### src/rtl/mrst_sup_pkg.sv
package mrst_sup_pkg;

  typedef enum logic [2:0] {
    SUP_POWERUP  = 3'd0,
    SUP_CFGREAD  = 3'd1,
    SUP_ACTIVE   = 3'd2,
    SUP_MR_HOLD  = 3'd3,
    SUP_MR_TAIL  = 3'd4
  } sup_state_t;

  function automatic int unsigned max_u(input int unsigned a, input int unsigned b);
    return (a > b) ? a : b;
  endfunction

  function automatic int unsigned cnt_width(input int unsigned top_value);
    return (top_value < 2) ? 1 : $clog2(top_value + 1);
  endfunction

  // Host is released only in normal operation.
  function automatic logic releases_host(input sup_state_t s);
    return (s == SUP_ACTIVE);
  endfunction

endpackage

### src/rtl/mrst_sync.sv
module mrst_sync #(
  parameter int unsigned STAGES = 2
) (
  input  logic clk,
  input  logic rst_n,
  input  logic d_in,
  output logic d_out
);
  logic [STAGES-1:0] chain_q;

  generate
    for (genvar i = 0; i < STAGES; i++) begin : g_stage
      always_ff @(posedge clk or negedge rst_n) begin
        if (!rst_n) chain_q[i] <= 1'b0;
        else if (i == 0) chain_q[i] <= d_in;
        else chain_q[i] <= chain_q[(i == 0) ? 0 : i-1];
      end
    end
  endgenerate

  assign d_out = chain_q[STAGES-1];
endmodule

### src/rtl/mrst_debounce.sv
module mrst_debounce #(
  parameter int unsigned DEB_TICKS = 2
) (
  input  logic clk,
  input  logic rst_n,
  input  logic tick,
  input  logic pin_s,
  output logic qualify
);
  localparam int unsigned CW = mrst_sup_pkg::cnt_width(DEB_TICKS);
  localparam logic [CW-1:0] LAST = CW'(DEB_TICKS - 1);

  logic [CW-1:0] run_q;

  always_ff @(posedge clk or negedge rst_n) begin
    if (!rst_n) run_q <= '0;
    else if (tick) begin
      if (!pin_s) run_q <= '0;
      else if (run_q != LAST) run_q <= run_q + 1'b1;
    end
  end

  // Fires on the tick that completes the required run of high samples.
  assign qualify = tick && pin_s && (run_q == LAST);
endmodule

### src/rtl/mrst_tick_timer.sv
module mrst_tick_timer #(
  parameter int unsigned MAX_TICKS = 32
) (
  input  logic                                           clk,
  input  logic                                           rst_n,
  input  logic                                           tick,
  input  logic                                           restart,
  input  logic [mrst_sup_pkg::cnt_width(MAX_TICKS)-1:0]  limit,
  output logic                                           expire
);
  localparam int unsigned CW = mrst_sup_pkg::cnt_width(MAX_TICKS);

  logic [CW-1:0] cnt_q;

  always_ff @(posedge clk or negedge rst_n) begin
    if (!rst_n) cnt_q <= '0;
    else if (restart) cnt_q <= '0;
    else if (tick) cnt_q <= cnt_q + 1'b1;
  end

  assign expire = tick && (cnt_q == limit - 1'b1);
endmodule

### src/rtl/mrst_supervisor.sv
module mrst_supervisor #(
  parameter int unsigned SYNC_STAGES = 2,
  parameter int unsigned DEB_TICKS   = 2,
  parameter int unsigned POR_TICKS   = 4,
  parameter int unsigned TAIL_TICKS  = 32
) (
  input  logic clk,
  input  logic por_n,
  input  logic tick,
  input  logic mr_pin,
  input  logic cfg_read_done,
  output logic cfg_read_req,
  output logic wd_clear,
  output logic host_rst_n
);
  import mrst_sup_pkg::*;

  localparam int unsigned TMAX = max_u(POR_TICKS, TAIL_TICKS);
  localparam int unsigned TW   = cnt_width(TMAX);

  sup_state_t state_q, state_d;
  logic       pin_s;
  logic       mr_hit;
  logic       tmr_expire;
  logic       tmr_restart;
  logic [TW-1:0] tmr_limit;
  logic       cfg_valid_q, cfg_valid_d;
  logic       req_q, req_d;
  logic       in_hold;
  logic       hold_exit;

  mrst_sync #(.STAGES(SYNC_STAGES)) u_sync (
    .clk(clk), .rst_n(por_n), .d_in(mr_pin), .d_out(pin_s)
  );

  mrst_debounce #(.DEB_TICKS(DEB_TICKS)) u_deb (
    .clk(clk), .rst_n(por_n), .tick(tick), .pin_s(pin_s), .qualify(mr_hit)
  );

  assign tmr_limit   = (state_q == SUP_POWERUP) ? TW'(POR_TICKS) : TW'(TAIL_TICKS);
  assign tmr_restart = (state_d != state_q);

  mrst_tick_timer #(.MAX_TICKS(TMAX)) u_tmr (
    .clk(clk), .rst_n(por_n), .tick(tick), .restart(tmr_restart),
    .limit(tmr_limit), .expire(tmr_expire)
  );

  assign in_hold   = (state_q == SUP_MR_HOLD);
  assign hold_exit = in_hold && tick && !pin_s;

  always_comb begin
    state_d     = state_q;
    cfg_valid_d = cfg_valid_q;
    req_d       = 1'b0;
    unique case (state_q)
      SUP_POWERUP: begin
        if (mr_hit) state_d = SUP_MR_HOLD;
        else if (tmr_expire) begin
          state_d = SUP_CFGREAD;
          req_d   = 1'b1;
        end
      end
      SUP_CFGREAD: begin
        if (mr_hit) state_d = SUP_MR_HOLD;
        else if (cfg_read_done) begin
          state_d     = SUP_ACTIVE;
          cfg_valid_d = 1'b1;
        end
      end
      SUP_ACTIVE: begin
        if (mr_hit) state_d = SUP_MR_HOLD;
      end
      SUP_MR_HOLD: begin
        if (hold_exit) state_d = SUP_MR_TAIL;
      end
      SUP_MR_TAIL: begin
        if (mr_hit) state_d = SUP_MR_HOLD;
        else if (tmr_expire) begin
          if (cfg_valid_q) state_d = SUP_ACTIVE;
          else begin
            state_d = SUP_CFGREAD;
            req_d   = 1'b1;
          end
        end
      end
      default: state_d = SUP_POWERUP;
    endcase
  end

  always_ff @(posedge clk or negedge por_n) begin
    if (!por_n) begin
      state_q     <= SUP_POWERUP;
      cfg_valid_q <= 1'b0;
      req_q       <= 1'b0;
    end else begin
      state_q     <= state_d;
      cfg_valid_q <= cfg_valid_d;
      req_q       <= req_d;
    end
  end

  assign host_rst_n   = releases_host(state_q);
  assign wd_clear     = !releases_host(state_q);
  assign cfg_read_req = req_q;

endmodule

### config.mk
export PLATFORM = sky130hd
export DESIGN_NAME = mrst_supervisor
export DESIGN_NICKNAME = d
export VERILOG_FILES = /design/src/rtl/mrst_sup_pkg.sv /design/src/rtl/mrst_sync.sv /design/src/rtl/mrst_debounce.sv /design/src/rtl/mrst_tick_timer.sv /design/src/rtl/mrst_supervisor.sv
export SDC_FILE = /design/constraint.sdc
export NUM_CORES = 1
export LEC_CHECK = 0
export BUFFER_PORTS_ARGS = -buffer_cell sky130_fd_sc_hd__buf_4
export CORE_MARGIN = 5
export CORE_UTILIZATION = 40
export DETAILED_ROUTE_END_ITERATION = 6
export GPL_TIMING_DRIVEN = 0
export PLACE_DENSITY_LB_ADDON = 0.15
export SLEW_MARGIN = 0
export SYNTH_ARGS = -nofsm -noshare
export SYNTH_HDL_FRONTEND = slang
export SYNTH_HIERARCHICAL = 1
export SYNTH_SLANG_ARGS = --single-unit
### constraint.sdc
create_clock -name clk -period 5.9 [get_ports clk]
set_clock_uncertainty 0.15 [all_clocks]
set_input_delay 0.885 -clock clk [delete_from_list [all_inputs] [get_ports clk]]
set_output_delay 0.885 -clock clk [all_outputs]
set_load 0.1 [all_outputs]
=== Yosys cells after proc, flatten, opt, wreduce, memory -nomap -nowiden ===
Index checks and enable logic that the tools add are counted.
W data, S select, Z words.

* Add/sub/neg operators: 3
* Equality and inequality tests: 9
* Multiplexer cells: 21
* Bitwise operators: 1
* Reduce and logical (&&, ||, !) cells: 11

{| class="wikitable"
|+ Operators with widths
! cell !! count
|-
| $mux W3 || 8
|-
| $mux W6 || 3
|-
| $pmux W3 S5 || 1
|-
| $add A6 B1 Y6 const B || 1
|-
| $eq A3 B2 Y1 const B || 2
|-
| $eq A6 B6 Y1 || 1
|-
| $mux W2 || 3
|-
| $sub A6 B1 Y6 const B || 1
|-
| $logic_and A1 B1 Y1 || 5
|-
| $mux W1 || 5
|-
| $ne A2 B1 Y1 const B || 2
|-
| $eq A3 B1 Y1 const B || 1
|-
| $eq A3 B3 Y1 const B || 1
|-
| $logic_not A3 Y1 || 1
|-
| $ne A3 B3 Y1 || 1
|-
| $reduce_and A3 Y1 || 1
|-
| $add A2 B1 Y2 const B || 1
|-
| $eq A2 B1 Y1 const B || 1
|-
| $logic_not A1 Y1 || 2
|-
| $pmux W1 S2 || 1
|-
| $reduce_and A2 Y1 || 1
|-
| $reduce_bool A2 Y1 || 1
|-
| $not A1 Y1 || 1
|}

* Bits in registers: 15
* Input port bits: 5
* Output and inout port bits: 3
* Word-level logic and storage cells: 52

=== Longest topological paths before layout ===
* Word-level depth: 10
* Depth in mapped cells: 12
* Depth with buffers taken out: 11

=== Hierarchy ===
Netlist, hierarchy kept.

{| class="wikitable"
|+ By module, submodules not included
! module !! times used !! cells each !! area an instance (sq um) !! seq. area each (sq um)
|-
| mrst_tick_timer || 1 || 44 || 417.9 || 150.1
|-
| mrst_supervisor || 1 || 43 || 360.3 || 125.1
|-
| mrst_debounce || 1 || 11 || 126.4 || 50.0
|-
| mrst_sync || 1 || 2 || 50.0 || 50.0
|}

=== Worst setup path before layout ===
OpenSTA, ideal clock, no wires.

* Kind: flip-flop to output port
* From: reg state_q[2]
* To: out host_rst_n
* Arrival time: 2017 ps
* Required time: 4865 ps
* Path slack: 2848 ps
* Cell stages (with the launch flop): 5
* Path buffers: 1
* Path through: dfrtp_1 -> buf_2 -> nor2_1 -> nand2_1 -> inv_1

* Cells in the longest elaborated chain, start to end: 1

{| class="wikitable"
|+ RTL lines
! item !! RTL line !! text
|-
| start, declared || mrst_supervisor.sv:21 || <nowiki>sup_state_t state_q, state_d;</nowiki>
|-
| start signal, assigned || mrst_supervisor.sv:96 || <nowiki>state_q <= state_d;</nowiki>
|-
| $eq A3 B2 Y1 || mrst_sup_pkg.sv:21 || <nowiki>return (s == SUP_ACTIVE);</nowiki>
|-
| end, declared || mrst_supervisor.sv:14 || <nowiki>output logic host_rst_n</nowiki>
|}

No other way between the ends.

=== Worst setup path in the final report ===
* From: reg state_q[1]
* To: reg u_tmr.cnt_q[0]

* Cells in the longest elaborated chain, start to end: 10
* Elaborated cells between the ends (all ways): 23
* Those cells by class: 1 x add/sub; 6 x eq/ne; 11 x mux; 5 x reduce/logical

{| class="wikitable"
|+ RTL lines
! item !! RTL line !! text
|-
| $logic_not A3 Y1 (*) || mrst_supervisor.sv:40 || <nowiki>assign tmr_limit = (state_q == SUP_POWERUP) ? TW'(POR_TICKS) : TW'(TAIL_TICKS);</nowiki>
|-
| $mux W6 (*) || mrst_supervisor.sv:40 ||
|-
| net tmr_limit[5] || mrst_supervisor.sv:26 || <nowiki>logic [TW-1:0] tmr_limit;</nowiki>
|-
| $sub A6 B1 Y6 (*) || mrst_tick_timer.sv:21 || <nowiki>assign expire = tick && (cnt_q == limit - 1'b1);</nowiki>
|-
| $eq A6 B6 Y1 (*) || mrst_tick_timer.sv:21 ||
|-
| $logic_and A1 B1 Y1 (*) || mrst_tick_timer.sv:21 ||
|-
| net tmr_expire || mrst_supervisor.sv:24 || <nowiki>logic tmr_expire;</nowiki>
|-
| $mux W3 (on tied branches) || mrst_supervisor.sv:78, mrst_supervisor.sv:58 ||
|-
| $mux W3 (on tied branches) || mrst_supervisor.sv:77, mrst_supervisor.sv:57 ||
|-
| $pmux W3 S5 (*) || mrst_supervisor.sv:55 || <nowiki>unique case (state_q)</nowiki>
|-
| $ne A3 B3 Y1 (*) || mrst_supervisor.sv:41 || <nowiki>assign tmr_restart = (state_d != state_q);</nowiki>
|-
| net tmr_restart || mrst_supervisor.sv:25 || <nowiki>logic tmr_restart;</nowiki>
|-
| $mux W6 / $reduce_bool A2 Y1 (equally long branches) || n/a ||
|-
| end signal, assigned || mrst_tick_timer.sv:18 || <nowiki>else if (tick) cnt_q <= cnt_q + 1'b1;</nowiki>
|-
| end, declared || mrst_tick_timer.sv:13 || <nowiki>logic [CW-1:0] cnt_q;</nowiki>
|}

The timed path passes the listed nets; every way through them passes the cells marked *.
A chain may end at the register's enable or synchronous reset.

==> out/results.txt <==
Crit. End Element -> register
final hold viol count -> 0
via count -> 750
Core Region -> 0.00225 mm²
HP Class -> reg -> reg
Reg-to-Reg Start -> state_q[1]
Max Cap Viol -> 0
Clk Latency, worst-skew pair -> 280 ps
cts bufs inserted -> 3
Clock Path Buffers -> 2
Clock Root Buffer -> clkbuf_4
period utilization -> 52.6%
outcome -> complete, no violations
PD cells -> 444 mW/mm²
largest net degree at the start of global routing -> 16
final core occ -> 49.3%
R2R setup slack -> 2790 ps
number of clock sinks -> 15
first-iteration detailed-routing DRC count -> 14
Distinct cells, synth -> 41
Arr. time, crit path -> 3110 ps
first-pass GRT wire length -> 3.09 mm
Leak Pwr -> 0.498 nW
die width -> 58.9 µm
cell area after layout -> 0.00111 mm²
multiplexer share of the synthesized area -> 1.05%
RSZ-0062 raised after global routing -> false
largest cells by area after synthesis -> dfrtp_1, xnor2_1, ha_1, xor2_1, nor2_1
storage element area -> 375 µm²
Fin Hold WS -> 215 ps
vias in the first global route -> 734
hold_sp -> u_sync/chain_q[0]
Post-synth top flop -> dfrtp_1
first-pass iteration count of the detailed router -> 4
Final #Nets -> 131
post-DR wirelength/cell -> 11.9 µm
DRC errors left -> 0
buffers added on ports -> 7
antenna-violating nets left -> 0
#FFs+latches synth -> 15
Pint -> 259 µW
Required @ worst endpoint -> 5900 ps
Setup CP Type -> reg -> reg
vias per std cell -> 5.00
Initial Util -> 42.3%
Post-DP HPWL -> 1.33 mm
# resized after CTS -> 0
Cell Area, Placed -> 0.00108 mm²
Ys Warns -> 6
area of the multi-input gates -> 577 µm²
WHS Path Cells -> 0
power consumption -> 493 µW
number of hold buffers added after CTS -> 0
H-tree depth -> 1
register share of total power -> 31.2%
Routed WL -> 1.79 mm
layout cells sized above 1 -> 16.4%
Post-Synth Adder-Cell Area -> 3.93%
switching share of power -> 47.5%
antenna violations before repair -> 0
commonest non-fill, non-tap cell in the layout -> dfrtp_1
sequential share of the synthesized area -> 39.3%
combinational fraction of design power -> 57.2%
num rows -> 17
Crit Path Max Fanout -> 10
f_max -> 322 MHz
Critical Path Source Type -> register
Post-synth EDFFs -> 0
Area Growth Syn to Fin -> 16.4%
cell taking the most area after synthesis -> dfrtp_1
Clock power frac -> 11.7%
Period minus WS final -> 3110 ps
Mapped Avg Cell Area -> 9.55 µm²
Mapped Area -> 955 µm²
Sw Pwr -> 234 µW
Slew @ Worst Pin -> 503 ps
final RePlAce weighted congestion -> 0.863
Worst Reg2Reg Path Length in Cells -> 12
worst hold endpoint -> u_sync/d_out
xor/xnor cell area share of the yosys netlist -> 11.9%
Antenna diodes -> 0
main combinational cell family by area after synthesis -> simple AND/OR/NAND/NOR gates
layout filler cell count -> 209
post-CTS setup buffer count -> 0
async set-reset flop share out of synthesis -> 100%
simple-gate share of the synthesized area -> 24.6%
TNS Setup -> 0 ps
CTS tree -> done
Ports -> 8
gr usage total -> 11.1%
grt ovf -> 0
setup violators final -> 0
Die Ht -> 58.9 µm
relative slew slack -> 66.4%
Final Max Slew Viols -> 0
clock slew seen by the registers of the worst setup and hold paths -> 90 ps
complex-gate fraction of the synthesized area -> 14.2%
DIE AREA -> 0.00346 mm²
Synth Instances -> 100
worst r2r dst -> u_tmr/cnt_q[0]
maximum vdd ir drop -> 0.000211 V
Yosys top cell area share -> 39.3%
commonest cells after routing, fill and taps aside -> dfrtp_1, conb_1, nor2_1, xnor2_1, buf_4
## kinds of logic (layout without fill, tap and decap cells)
kind of cell,count (synthesis),count (layout)
xor+xnor,13,13
mux,1,1
simple gates,39,39
compound gates,19,19
buf+inv,9,20
fa+ha+maj,3,3
flops,15,15
other cells,1,12
## flip-flops by register name (all words and copies together) (netlist names)
signal,flops
u_sync/d_out,1
cfg_read_req,1
u_sync/chain_q,1
u_deb/run_q,2
state_q,3
cfg_valid_q,1
u_tmr/cnt_q,6
## worst max-delay path: stages, from the launching register on
cell	delay [ps]
dfrtp_1	370
buf_2	220
or3_1	160
inv_1	90
or4_1	490
nor2_2	110
xnor2_1	80
nor4_2	490
a31oi_1	200
o21bai_1	150
o21ai_0	110
o2111ai_1	250
nor2_1	100
## synthesized netlist by cell type, types with 2 or more instances
cell type	instances
dfrtp_1	15
nor2_1	9
xnor2_1	9
nand2_1	6
inv_1	5
nor2b_1	5
o21ai_0	4
xor2_1	4
ha_1	3
a21o_1	2
a21oi_1	2
buf_2	2
nand4_1	2
nor3_1	2
nor3b_1	2
o2111ai_1	2
or3_1	2
## stage by stage
step / worst slack, ps / cells
2_1_floorplan: 2850 / 111
3_3_place_gp: 2780 / 146
3_5_place_dp: 2790 / 146
4_1_cts: 2770 / 150
5_1_grt: 2460 / 150
6_report: 2790 / 150
## routing by layer
metal | routed length [µm] | up-vias | GRT usage (%)
met5 | 0 | - | 0
met4 | 0 | 0 | 3.88
met3 | 56 | 0 | 1.54
met2 | 886 | 21 | 17.8
met1 | 843 | 347 | 15.2
li1 | - | 382 | -
## worst max-delay path by stage
stage | end | start | cells past startpoint | slack (ps)
finish | u_tmr/cnt_q[0] | state_q[1] | 12 | 2790
global route | u_tmr/cnt_q[1] | state_q[1] | 11 | 2460
floorplan | host_rst_n | state_q[2] | 4 | 2850
detailed placement | u_tmr/cnt_q[0] | state_q[1] | 11 | 2790
global placement | u_tmr/cnt_q[0] | state_q[1] | 11 | 2780
CTS | u_tmr/cnt_q[0] | state_q[1] | 11 | 2770
## final cells by class
| class | count | area share [%] |
|---|---|---|
| Multi-Input combinational cell | 87 | 51.9 |
| Sequential cell | 15 | 33.8 |
| Timing Repair Buffer | 7 | 4.73 |
| Tap cell | 28 | 3.15 |
| Buffer | 4 | 2.25 |
| Clock buffer | 3 | 2.03 |
| Inverter | 5 | 1.69 |
| Clock inverter | 1 | 0.450 |
## power groups by stage
stage          Combinational (mW)  Clock [mW]  Sequential, mW
2_1_floorplan               0.232           0           0.150
3_3_place_gp                0.276           0           0.154
3_5_place_dp                0.281           0           0.155
4_1_cts                     0.284      0.0609           0.153
5_1_grt                     0.310      0.0650           0.158
6_report                    0.282      0.0576           0.154
No activity file was read; power rests on OpenSTA's default activity.
